## config.mk

```make
export PLATFORM = sky130hd
export DESIGN_NAME = acc_cpu
export DESIGN_NICKNAME = d
export VERILOG_FILES = /design/src/rtl/acc_cpu_pkg.sv /design/src/rtl/acc_decode.sv /design/src/rtl/acc_alu.sv /design/src/rtl/acc_fsm.sv /design/src/rtl/acc_cpu.sv
export SDC_FILE = /design/constraint.sdc
export NUM_CORES = 1
export LEC_CHECK = 0
export BUFFER_PORTS_ARGS = -buffer_cell sky130_fd_sc_hd__buf_2
export CAP_MARGIN = 5
export CORE_ASPECT_RATIO = 0.5
export CORE_UTILIZATION = 55
export DETAILED_ROUTE_END_ITERATION = 8
export GPL_ROUTABILITY_DRIVEN = 1
export GPL_TIMING_DRIVEN = 0
export HOLD_SLACK_MARGIN = 0.02
export PLACE_DENSITY = 0.79
export SLEW_MARGIN = 20
export SYNTH_ARGS = -nofsm -noshare
export SYNTH_HDL_FRONTEND = slang
export SYNTH_HIERARCHICAL = 1
export SYNTH_SLANG_ARGS = --single-unit
export TNS_END_PERCENT = 50
```

## constraint.sdc

```tcl
create_clock -name clk -period 10.3 [get_ports clk]
set_clock_uncertainty 0.2 [all_clocks]
set_input_delay 0.515 -clock clk [delete_from_list [all_inputs] [get_ports clk]]
set_output_delay 0.515 -clock clk [all_outputs]
set_load 0.1 [all_outputs]
```

## src/rtl/acc_cpu_pkg.sv

```systemverilog
package acc_cpu_pkg;
  localparam int OP_W = 4;

  typedef enum logic [3:0] {
    OP_HLT = 4'h0,
    OP_ADD = 4'h1,
    OP_SUB = 4'h2,
    OP_STA = 4'h3,
    OP_LDA = 4'h5,
    OP_BRA = 4'h6,
    OP_BRZ = 4'h7,
    OP_BRP = 4'h8,
    OP_INP = 4'h9,
    OP_OUT = 4'hA
  } op_e;

  typedef enum logic [3:0] {
    ST_FADDR,   // PC -> MAR
    ST_FREAD,   // read strobe, PC + 1
    ST_FCAP,    // memory -> MDR
    ST_DECODE,  // MDR -> CIR
    ST_EXEC,    // act on opcode
    ST_MACC,    // operand read or store write
    ST_MCAP,    // memory -> MDR
    ST_WBACK,   // MDR / ALU -> ACC
    ST_HALT
  } state_e;
endpackage

```

## src/rtl/acc_decode.sv

```systemverilog
module acc_decode
  import acc_cpu_pkg::*;
#(
  parameter int ADDR_W = 12,
  localparam int WORD_W = OP_W + ADDR_W
) (
  input  logic [WORD_W-1:0] word,
  output op_e               op,
  output logic [ADDR_W-1:0] operand
);
  assign operand = word[ADDR_W-1:0];

  // unassigned codes fall back to halt
  always_comb begin
    case (word[WORD_W-1:ADDR_W])
      4'h1:    op = OP_ADD;
      4'h2:    op = OP_SUB;
      4'h3:    op = OP_STA;
      4'h5:    op = OP_LDA;
      4'h6:    op = OP_BRA;
      4'h7:    op = OP_BRZ;
      4'h8:    op = OP_BRP;
      4'h9:    op = OP_INP;
      4'hA:    op = OP_OUT;
      default: op = OP_HLT;
    endcase
  end
endmodule

```

## src/rtl/acc_alu.sv

```systemverilog
module acc_alu #(
  parameter int W = 16
) (
  input  logic [W-1:0] a,
  input  logic [W-1:0] b,
  input  logic         sub,
  output logic [W-1:0] res,
  output logic         res_zero,
  output logic         res_ovf,
  output logic         a_zero,
  output logic         a_pos
);
  logic [W-1:0] b_eff;

  assign b_eff    = sub ? ~b : b;
  assign res      = a + b_eff + {{(W-1){1'b0}}, sub};
  assign res_zero = (res == '0);
  // signed overflow: operands of equal sign (after inversion) give a result of the other sign
  assign res_ovf  = (a[W-1] == b_eff[W-1]) && (res[W-1] != a[W-1]);
  assign a_zero   = (a == '0);
  assign a_pos    = ~a[W-1];
endmodule

```

## src/rtl/acc_fsm.sv

```systemverilog
module acc_fsm
  import acc_cpu_pkg::*;
(
  input  logic   clk,
  input  logic   rst_n,
  input  op_e    op,
  input  logic   in_valid,
  output state_e state
);
  state_e nxt;

  always_comb begin
    nxt = state;
    case (state)
      ST_FADDR:  nxt = ST_FREAD;
      ST_FREAD:  nxt = ST_FCAP;
      ST_FCAP:   nxt = ST_DECODE;
      ST_DECODE: nxt = ST_EXEC;
      ST_EXEC: begin
        case (op)
          OP_HLT:                          nxt = ST_HALT;
          OP_INP:                          nxt = in_valid ? ST_FADDR : ST_EXEC;
          OP_ADD, OP_SUB, OP_LDA, OP_STA:  nxt = ST_MACC;
          default:                         nxt = ST_FADDR;
        endcase
      end
      ST_MACC:   nxt = (op == OP_STA) ? ST_FADDR : ST_MCAP;
      ST_MCAP:   nxt = ST_WBACK;
      ST_WBACK:  nxt = ST_FADDR;
      default:   nxt = ST_HALT;
    endcase
  end

  always_ff @(posedge clk or negedge rst_n) begin
    if (!rst_n) state <= ST_FADDR;
    else        state <= nxt;
  end

  a_r11_halt_sticky_state: assert property (@(posedge clk) disable iff (!rst_n)
    (state == ST_HALT) |=> (state == ST_HALT));
endmodule

```

## src/rtl/acc_cpu.sv

```systemverilog
module acc_cpu
  import acc_cpu_pkg::*;
#(
  parameter int ADDR_W = 12,
  localparam int DATA_W = OP_W + ADDR_W
) (
  input  logic              clk,
  input  logic              rst_n,
  output logic [ADDR_W-1:0] mem_addr,
  output logic              mem_re,
  output logic              mem_we,
  output logic [DATA_W-1:0] mem_wdata,
  input  logic [DATA_W-1:0] mem_rdata,
  input  logic              in_valid,
  input  logic [DATA_W-1:0] in_data,
  output logic              in_ready,
  output logic              out_valid,
  output logic [DATA_W-1:0] out_data,
  output logic              halted,
  output logic              flag_zero,
  output logic              flag_ovf
);
  logic [ADDR_W-1:0] pc, mar;
  logic [DATA_W-1:0] mdr, cir, acc;
  op_e               op;
  logic [ADDR_W-1:0] operand;
  state_e            state;
  logic [DATA_W-1:0] alu_res;
  logic              alu_zero, alu_ovf, acc_is_zero, acc_is_pos;

  acc_decode #(.ADDR_W(ADDR_W)) u_dec (
    .word(cir), .op(op), .operand(operand)
  );

  acc_fsm u_fsm (
    .clk(clk), .rst_n(rst_n), .op(op), .in_valid(in_valid), .state(state)
  );

  acc_alu #(.W(DATA_W)) u_alu (
    .a(acc), .b(mdr), .sub(op == OP_SUB),
    .res(alu_res), .res_zero(alu_zero), .res_ovf(alu_ovf),
    .a_zero(acc_is_zero), .a_pos(acc_is_pos)
  );

  // register transfers
  always_ff @(posedge clk or negedge rst_n) begin
    if (!rst_n) begin
      pc        <= '0;
      mar       <= '0;
      mdr       <= '0;
      cir       <= '0;
      acc       <= '0;
      flag_zero <= 1'b0;
      flag_ovf  <= 1'b0;
    end else begin
      case (state)
        ST_FADDR:  mar <= pc;
        ST_FREAD:  pc  <= pc + 1'b1;
        ST_FCAP:   mdr <= mem_rdata;
        ST_DECODE: cir <= mdr;
        ST_EXEC: begin
          case (op)
            OP_ADD, OP_SUB, OP_LDA: mar <= operand;
            OP_STA: begin
              mar <= operand;
              mdr <= acc;
            end
            OP_INP: if (in_valid) acc <= in_data;
            OP_BRA: pc <= operand;
            OP_BRZ: if (acc_is_zero) pc <= operand;
            OP_BRP: if (acc_is_pos) pc <= operand;
            default: ;
          endcase
        end
        ST_MCAP: mdr <= mem_rdata;
        ST_WBACK: begin
          if (op == OP_LDA) begin
            acc <= mdr;
          end else begin
            acc       <= alu_res;
            flag_zero <= alu_zero;
            flag_ovf  <= alu_ovf;
          end
        end
        default: ;
      endcase
    end
  end

  assign mem_addr  = mar;
  assign mem_wdata = mdr;
  assign mem_re    = (state == ST_FREAD) || ((state == ST_MACC) && (op != OP_STA));
  assign mem_we    = (state == ST_MACC) && (op == OP_STA);
  assign in_ready  = (state == ST_EXEC) && (op == OP_INP);
  assign out_valid = (state == ST_EXEC) && (op == OP_OUT);
  assign out_data  = acc;
  assign halted    = (state == ST_HALT);

  a_r2_fetch_reads_pc: assert property (@(posedge clk) disable iff (!rst_n)
    (state == ST_FADDR) |=> (mem_re && mem_addr == $past(pc)));

  a_r3_pc_steps_one: assert property (@(posedge clk) disable iff (!rst_n)
    (state == ST_FREAD) |=> (pc == $past(pc) + 1'b1));

  a_r4_input_loads_acc: assert property (@(posedge clk) disable iff (!rst_n)
    (in_valid && in_ready) |=> (acc == $past(in_data)));

  a_r5_out_one_cycle: assert property (@(posedge clk) disable iff (!rst_n)
    out_valid |=> !out_valid);

  a_r7_store_writes_acc: assert property (@(posedge clk) disable iff (!rst_n)
    mem_we |-> (mem_wdata == acc));

  a_r9_load_keeps_flags: assert property (@(posedge clk) disable iff (!rst_n)
    (state == ST_WBACK && op == OP_LDA) |=>
      (flag_zero == $past(flag_zero) && flag_ovf == $past(flag_ovf)));

  a_r11_halt_quiet: assert property (@(posedge clk) disable iff (!rst_n)
    halted |=> (halted && !mem_re && !mem_we && !out_valid));

  a_r12_no_re_we: assert property (@(posedge clk) disable iff (!rst_n)
    !(mem_re && mem_we));
endmodule

```

==> results of run 1 <==
[cell type report]
cell class | instances | share of cell area, %
Clock inverter | 6 | 1.47
Tap cell | 135 | 2.65
Inverter | 20 | 1.18
Sequential cell | 78 | 30.7
Clock buffer | 10 | 3.75
Timing Repair Buffer | 87 | 7.31
Buffer | 38 | 3.50
Multi-Input combinational cell | 470 | 49.5
[power groups by stage]
stage	Clock, mW	Combinational [mW]	Sequential (mW)
3_5_place_dp	0	0.0161	0.312
4_1_cts	0.354	0.0164	0.306
6_report	0.354	0.0163	0.306
5_1_grt	0.368	0.0182	0.306
3_3_place_gp	0	0.0146	0.312
2_1_floorplan	0	0.00152	0.312
[logic make-up after synthesis]
| logic type | count (synthesis) |
|---|---|
| simple gates | 204 |
| fa+ha+maj | 17 |
| buf+inv | 58 |
| mux | 42 |
| xor+xnor | 23 |
| flops | 78 |
| compound gates | 184 |
[per-stage QoR]
step	power [mW]	utilization [%]	instance area (µm²)	cells
2_1_floorplan	0.314	-	5400	606
3_3_place_gp	0.327	63.2	5990	826
3_5_place_dp	0.328	63.6	6020	827
4_1_cts	0.677	67.2	6370	844
5_1_grt	0.693	67.2	6370	844
6_report	0.677	67.2	6370	844
[sequential cells by signal, indices dropped and copies added, names as in the netlist]
register and flops:
cir 16, u_fsm/state 4, out_data 16, flag_ovf 1
pc 12, mem_addr 12, flag_zero 1, mem_wdata 16
[cell usage after synthesis (all sizes together), types with 6 or more instances]
cell    number  share of area (%)
nand2       88                6.1
dfrtp       78                 36
o21ai       61                5.7
a21oi       38                3.6
nor2        32                2.3
buf         28                3.4
mux2i       23                4.5
inv         20                1.4
mux2        19                4.0
xor2        17                2.8
ha          16                3.7
nor3        14                1.5
a31oi       12                1.4
o22ai       12                1.4
and3        10                1.2
clkbuf      10               0.72
nand3       10               0.93
nor4         9                1.3
nor2b        7               0.81
nand2b       6               0.83
xnor2        6               0.97
[metal layers]
layer	wire, µm	vias up	global-route usage [%]
li1	-	2413	-
met1	6710	2477	42.0
met2	7050	204	50.5
met3	983	28	5.48
met4	270	0	9.92
met5	0	-	0
[path summary, 6_finish.rpt]
path                                        endpoint  depth (start not counted)  slack, ps
setup / recovery               flag_zero$_DFFE_PN0P_                         16       5100
hold / removal             mem_wdata[14]$_DFFE_PN0P_                          3        180
setup reg to reg               flag_zero$_DFFE_PN0P_                         16       5100
hold reg to reg                flag_zero$_DFFE_PN0P_                          1        300
max in group asynchronous  mem_wdata[13]$_DFFE_PN0P_                          3       8890
min in group asynchronous    mem_addr[6]$_DFFE_PN0P_                          2        420
[worst max-delay path, delay by kind of cell (launching register included)]
family          cells  cell delay, ps
compound gates      4            1070
simple gates        6            1710
buf+inv             3            1100
xor+xnor            1             150
mux                 1             190
flops               1             430
fa+ha+maj           1             300
==> out/results.md, run 1 <==
## Worst setup path
- register — startpoint kind of the worst setup timing path
- cir[12]$_DFFE_PN0N_ — start point of the critical path
- 600 ps — worst stage delay on the critical path
- 5280 ps — Arr. time, crit path
- sky130_fd_sc_hd__buf_1 — slowest library cell on the worst path
- register — CP Capture Type
- o21ai_0, and2_1, nand2b_1, nor3_1, buf_2, buf_1, xor2_1, ha_1, clkbuf_2, nand3_1, o211ai_4, o41ai_1, or4_1, a2111o_1, nor4_2, mux2_2 — critical path cell sequence
- cir[12]$_DFFE_PN0N_ — RR Startpoint
- register to register — critical setup path kind
- 10380 ps — WP data required
- 10 — maximum fanout along the worst path

## Worst hold path
- input pin to register — worst hold path type
- mem_rdata[14] — Hold Startpoint

## Routing
- 506 — 1st-iter DRT viols
- 5122 — count of vias placed by the detailed router
- 7 — total iterations of the first detailed-routing run
- 6.07 — Vias per Instance
- 0 — residual DRC count
- 15.0 mm — Post-Route WL
- 0 — number of antenna-violating nets in the routed design
- 17.8 µm — mean routed wirelength per cell

## Layout
- 0.00195 mm² — area taken by flip-flops and latches
- 0 — # diodes
- 24.3% — fraction of layout instances using a drive strength above 1
- 0.00315 mm² — area of the multi-input gates
- sky130_fd_sc_hd__buf_2, sky130_fd_sc_hd__nand2_1, sky130_fd_sc_hd__dfrtp_1 — most used cells in the layout excluding fill and tap cells
- 767 — fill cell count
- 756 — final net count
- sky130_fd_sc_hd__buf_2 — most frequent standard cell in the layout excluding fill and tap cells
- 17.9% — Area growth, synth to finish

## Global route
- 30.9% — Tot GR Track Use
- 0 — initial antenna violation count
- 57 — maximum number of pins on one net before global-route repair
- 4867 — vias in the first global route
- 24.6 mm — global-route wire length before repair
- 0 — GR Overflow Total

## Timing
- 0 ps — Setup TNS
- 0.192 GHz — maximum clock frequency
- 0 — total setup violations reported at the end of the flow
- 50.5% — fraction of the cycle the final worst path needs
- 5200 ps — post-layout min period
- 179 ps — Worst Hold Margin
- no — unrepaired setup endpoints after global routing
- 1120 ps — Worst-Margin Slew
- 24.9% — Worst slew margin
- 0 — final hold vios
- 5100 ps — worst path setup slack after routing
- 0 — Slew Limit Fails

## Die
- 0.00948 mm² — Placeable Area
- 142 µm — overall die width
- 72.1 µm — die boundary height
- 0.0102 mm² — Die Footprint
- 86 — top-level port count
- 57.0% — starting density of the core
- 25 — number of rows in the core area

## Synth
- 3.73% — parity-gate share of the synthesized area counting xor and xnor cells
- 0.00540 mm² — synthesized cell area
- 78 — synthesized flop and latch total
- 100% — fraction of synthesis flops using an asynchronous set or reset pin
- 606 — Post-Syn Instances
- 22.9% — Synth Area in Compound Gates
- 8.91 µm² — Mapped Avg Cell Area
- compound AO/OA/AOI/OAI gates — largest family of logic cells by synthesized area
- 86 — Synth cell types
- 36.2% — share of synthesized area occupied by flip-flops and latches
- 0 — number of synthesized flops with an enable pin
- 4.08% — Post-Synth Adder-Cell Area
- sky130_fd_sc_hd__dfrtp_1 — leading register cell type out of synthesis
- 6 — total number of yosys warnings
- 8.46% — mux contribution to synthesized area
- 658 — Post-Synthesis Net Count
- 19.2% — post-synthesis simple-gate area fraction

## Clock network
- sky130_fd_sc_hd__clkbuf_16 — clock root buffer
- 340 ps — clock latency reported for the late side of the worst-skew pair
- 0 — Setup Fix Bufs, Post-CTS
- 3 — # H-tree levels
- 9 — cts bufs inserted
- 60 ps — Worst-path clk slew
- 0 — number of gates resized after CTS
- 1 — number of buffers added to fix hold violations after cts
- 78 — count of clock tree sinks
- built — clock tree from TritonCTS
- 2 — CTS Buffer Depth

## Placement
- 10.9 mm — estimated wirelength of the detail-placed design
- 85 — IO Port Bufs
- 5240 ps — DP Worst Slack
- 0.930 — final weighted congestion in routability-driven placement

## Pwr
- 2.4% — combinational group share of total power
- 0.143 mW — NetSw
- 45.3% — sequential share of power
- 0.534 mW — internal power contribution
- 3.01 nW — leakage dissipation
- 0.0000713 V — largest vdd supply drop
- 21.2% — proportion of total power due to net switching
- 52.3% — portion of total power attributed to the clock network
- 106 mW/mm² — power density normalized to cell area

## Flow run
- 0 — max-cap check violation count

## Status
- complete, no violations — result of the run

(Power assumes the default switching activity.)
==> run 2, diff against run 1 <==
- clock period: 10.3 -> 5.2 ns (I/O delays scaled with it)
==> run 2 against run 1 <==
  * Critical path depth is 1 lower
  * Final cell count increased by 1.7%
  * Global-route usage rose by 0.63 points
  * Critical endpoint unchanged
  * Non-clock buffer count up 14
  * Wire length grew 2.3%
  * Fmax up 4.9%
  * Worst hold slack got worse by 160 ps
  * Worst setup slack got worse by 4900 ps
  * Register-to-register slack worse by 4900 ps
  * Sequential share of layout area shrank 0.69 points
==> out/results.md, run 2 (same netlist as run 1, synthesis figures left out) <==
## Status
- complete, no violations — result of the run

## Timing
- 95.3% — fraction of the cycle the final worst path needs, +45 points
- 0 ps — Setup TNS, unchanged
- no — unrepaired setup endpoints after global routing
- 0 — Slew Limit Fails, unchanged
- 4950 ps — post-layout min period, -243 ps
- 53.5% — Worst slew margin, +29 points
- 690 ps — Worst-Margin Slew, -430 ps
- 0 — final hold vios, unchanged
- 246 ps — worst path setup slack after routing, -4860 ps
- 0.202 GHz — maximum clock frequency, +4.9%
- 0 — total setup violations reported at the end of the flow, unchanged

## Worst setup path
- register — startpoint kind of the worst setup timing path
- o21ai_0, and2_1, nand2b_1, nor3_1, buf_2, clkbuf_2, xor2_1, ha_1, clkbuf_2, nor4_1, o41ai_1, or4_1, a2111o_1, nor4_2, mux2_2 — critical path cell sequence
- 500 ps — worst stage delay on the critical path, -100 ps
- 5040 ps — Arr. time, crit path, -240 ps
- register — CP Capture Type
- sky130_fd_sc_hd__or4_1 — slowest library cell on the worst path
- 10 — maximum fanout along the worst path, unchanged
- 15 — Register-to-Register Path Depth, -1
- 5290 ps — WP data required, -5090 ps
- simple AND/OR/NAND/NOR gates — delay-heaviest family, CP
- cir[12]$_DFFE_PN0N_ — RR Startpoint
- 3 — Worst Path Buf+Inv, unchanged
- 250 ps — slack of the worst reg-to-reg path, -4860 ps
- flag_zero$_DFFE_PN0P_ — reg-to-reg critical path endpoint
- sky130_fd_sc_hd__clkbuf_2 — most prevalent standard cell on the critical path
- register to register — critical setup path kind

## Global route
- 0 — initial antenna violation count, unchanged
- 25.0 mm — global-route wire length before repair, +1.7%
- 57 — maximum number of pins on one net before global-route repair, unchanged
- 0 — GR Overflow Total, unchanged
- 31.5% — Tot GR Track Use, +0.63 points
- 4906 — vias in the first global route, +0.80%

## Clock network
- 2 — CTS Buffer Depth, unchanged
- 3 — # H-tree levels, unchanged
- sky130_fd_sc_hd__clkbuf_16 — clock root buffer
- 0 — Setup Fix Bufs, Post-CTS, unchanged
- built — clock tree from TritonCTS
- 9 — cts bufs inserted, unchanged
- 78 — count of clock tree sinks, unchanged
- 350 ps — clock latency reported for the late side of the worst-skew pair, about the same
- 60 ps — Worst-path clk slew, about the same

## Placement
- 0.930 — final weighted congestion in routability-driven placement, unchanged
- 10.9 mm — estimated wirelength of the detail-placed design, unchanged
- 827 — placed cell count, unchanged
- 85 — IO Port Bufs, unchanged
- 140 ps — DP Worst Slack, -5100 ps

## Routing
- 7 — total iterations of the first detailed-routing run, unchanged
- 15.4 mm — Post-Route WL, +2.3%
- 0 — number of antenna-violating nets in the routed design, unchanged
- 6.09 — Vias per Instance, +0.42%
- 530 — 1st-iter DRT viols, +4.7%
- 0 — residual DRC count, unchanged
- 17.9 µm — mean routed wirelength per cell, +0.63%
- 5229 — count of vias placed by the detailed router, +2.1%

## Die
- 0.00948 mm² — Placeable Area, unchanged
- 142 µm — overall die width, unchanged
- 57.0% — starting density of the core, unchanged
- 72.1 µm — die boundary height, unchanged
- 86 — top-level port count, unchanged
- 0.0102 mm² — Die Footprint, unchanged
- 25 — number of rows in the core area, unchanged

## Layout
- sky130_fd_sc_hd__buf_2, sky130_fd_sc_hd__nand2_1, sky130_fd_sc_hd__dfrtp_1 — most used cells in the layout excluding fill and tap cells
- 770 — final net count, +1.9%
- 858 — non-filler instance count after layout, +1.7%
- 24.1% — fraction of layout instances using a drive strength above 1, -0.19 points
- 756 — fill cell count, -1.4%
- 68.7% — utilization of the core after routing, +1.5 points
- 20.6% — Area growth, synth to finish
- 0 — # diodes, unchanged
- sky130_fd_sc_hd__buf_2 — most frequent standard cell in the layout excluding fill and tap cells

## Worst hold path
- out_data[1]$_DFFE_PN0P_ — hold-critical path endpoint
- in_data[1] — Hold Startpoint
- input pin to register — worst hold path type
- 3 — Hold Path Depth, unchanged

## Pwr
- 0.000143 V — largest vdd supply drop, +100%
- 207 mW/mm² — power density normalized to cell area, +95%
- 3.07 nW — leakage dissipation, +2.1%

## Flow run
- 0 — max-cap check violation count, unchanged

[run 2: cell types whose count changed in the layout (fill, tap and decap cells not counted)]
cell,previous run,this run
sky130_fd_sc_hd__dlygate4sd3_1,1,15
sky130_fd_sc_hd__a211oi_1,3,2
sky130_fd_sc_hd__a211oi_2,0,1
sky130_fd_sc_hd__buf_1,1,0
sky130_fd_sc_hd__clkbuf_2,1,2
[run 2: power by group]
part / switching [mW] / internal [mW]
clock network: 0.267 / 0.437
logic: 0.0202 / 0.0203
registers: 0 / 0.607
total: 0.287 / 1.06
[run 2: how the worst max path moves through the flow]
stage	start	to	slack [ps]	cells past startpoint
floorplan	cir[13]$_DFFE_PN0N_	out_valid	560	3
finish	cir[12]$_DFFE_PN0N_	flag_zero$_DFFE_PN0P_	250	15
global placement	cir[13]$_DFFE_PN0N_	flag_zero$_DFFE_PN0P_	220	13
global route	cir[12]$_DFFE_PN0N_	flag_zero$_DFFE_PN0P_	40	15
CTS	cir[12]$_DFFE_PN0N_	flag_zero$_DFFE_PN0P_	40	16
detailed placement	cir[12]$_DFFE_PN0N_	flag_zero$_DFFE_PN0P_	140	15
[run 2: repair_timing]
item	4_1_cts	5_1_grt
hold buffers	13	2
resized for setup	0	2
endpoints found under the setup margin	0	2
hold endpoints to repair	90	2
[run 2: final cells by class]
class / count / area (µm²) / share of cell area (%)
multi-input cells: 470 / 3150 / 48.4
plain buffers: 38 / 224 / 3.44
clock inverters: 6 / 93.8 / 1.44
well taps: 135 / 169 / 2.59
flip-flops and latches: 78 / 1950 / 30.0
clock buffers: 10 / 239 / 3.67
repair buffers: 101 / 606 / 9.30
inverters: 20 / 75.1 / 1.15
[run 2: worst register-to-register path: stages (launching register included)]
cell and delay [ps]:
sky130_fd_sc_hd__dfrtp_1 440, sky130_fd_sc_hd__o21ai_0 200, sky130_fd_sc_hd__and2_1 370, sky130_fd_sc_hd__nand2b_1 170, sky130_fd_sc_hd__nor3_1 200, sky130_fd_sc_hd__buf_2 290
sky130_fd_sc_hd__clkbuf_2 370, sky130_fd_sc_hd__xor2_1 190, sky130_fd_sc_hd__ha_1 240, sky130_fd_sc_hd__clkbuf_2 190, sky130_fd_sc_hd__nor4_1 460, sky130_fd_sc_hd__o41ai_1 170
sky130_fd_sc_hd__or4_1 500, sky130_fd_sc_hd__a2111o_1 440, sky130_fd_sc_hd__nor4_2 280, sky130_fd_sc_hd__mux2_2 190
[run 2: routing by layer]
| metal | vias to the layer above | global-route usage, % | wire, µm |
|---|---|---|---|
| met1 | 2537 | 42.9 | 6950 |
| met2 | 211 | 50.9 | 7080 |
| met3 | 43 | 6.20 | 939 |
| met4 | 0 | 10.4 | 391 |
| met5 | - | 0 | 0 |
| li1 | 2438 | - | - |
[run 2: through the flow]
stage                     hold slack (ps)  power, mW  cell area, µm²
after floorplan                      -236      0.621            5400
after global placement                266      0.647            5990
after detailed placement            -20.5      0.650            6020
after CTS                            20.7       1.35            6490
after global routing                 40.3       1.38            6510
final                                13.9       1.35            6510
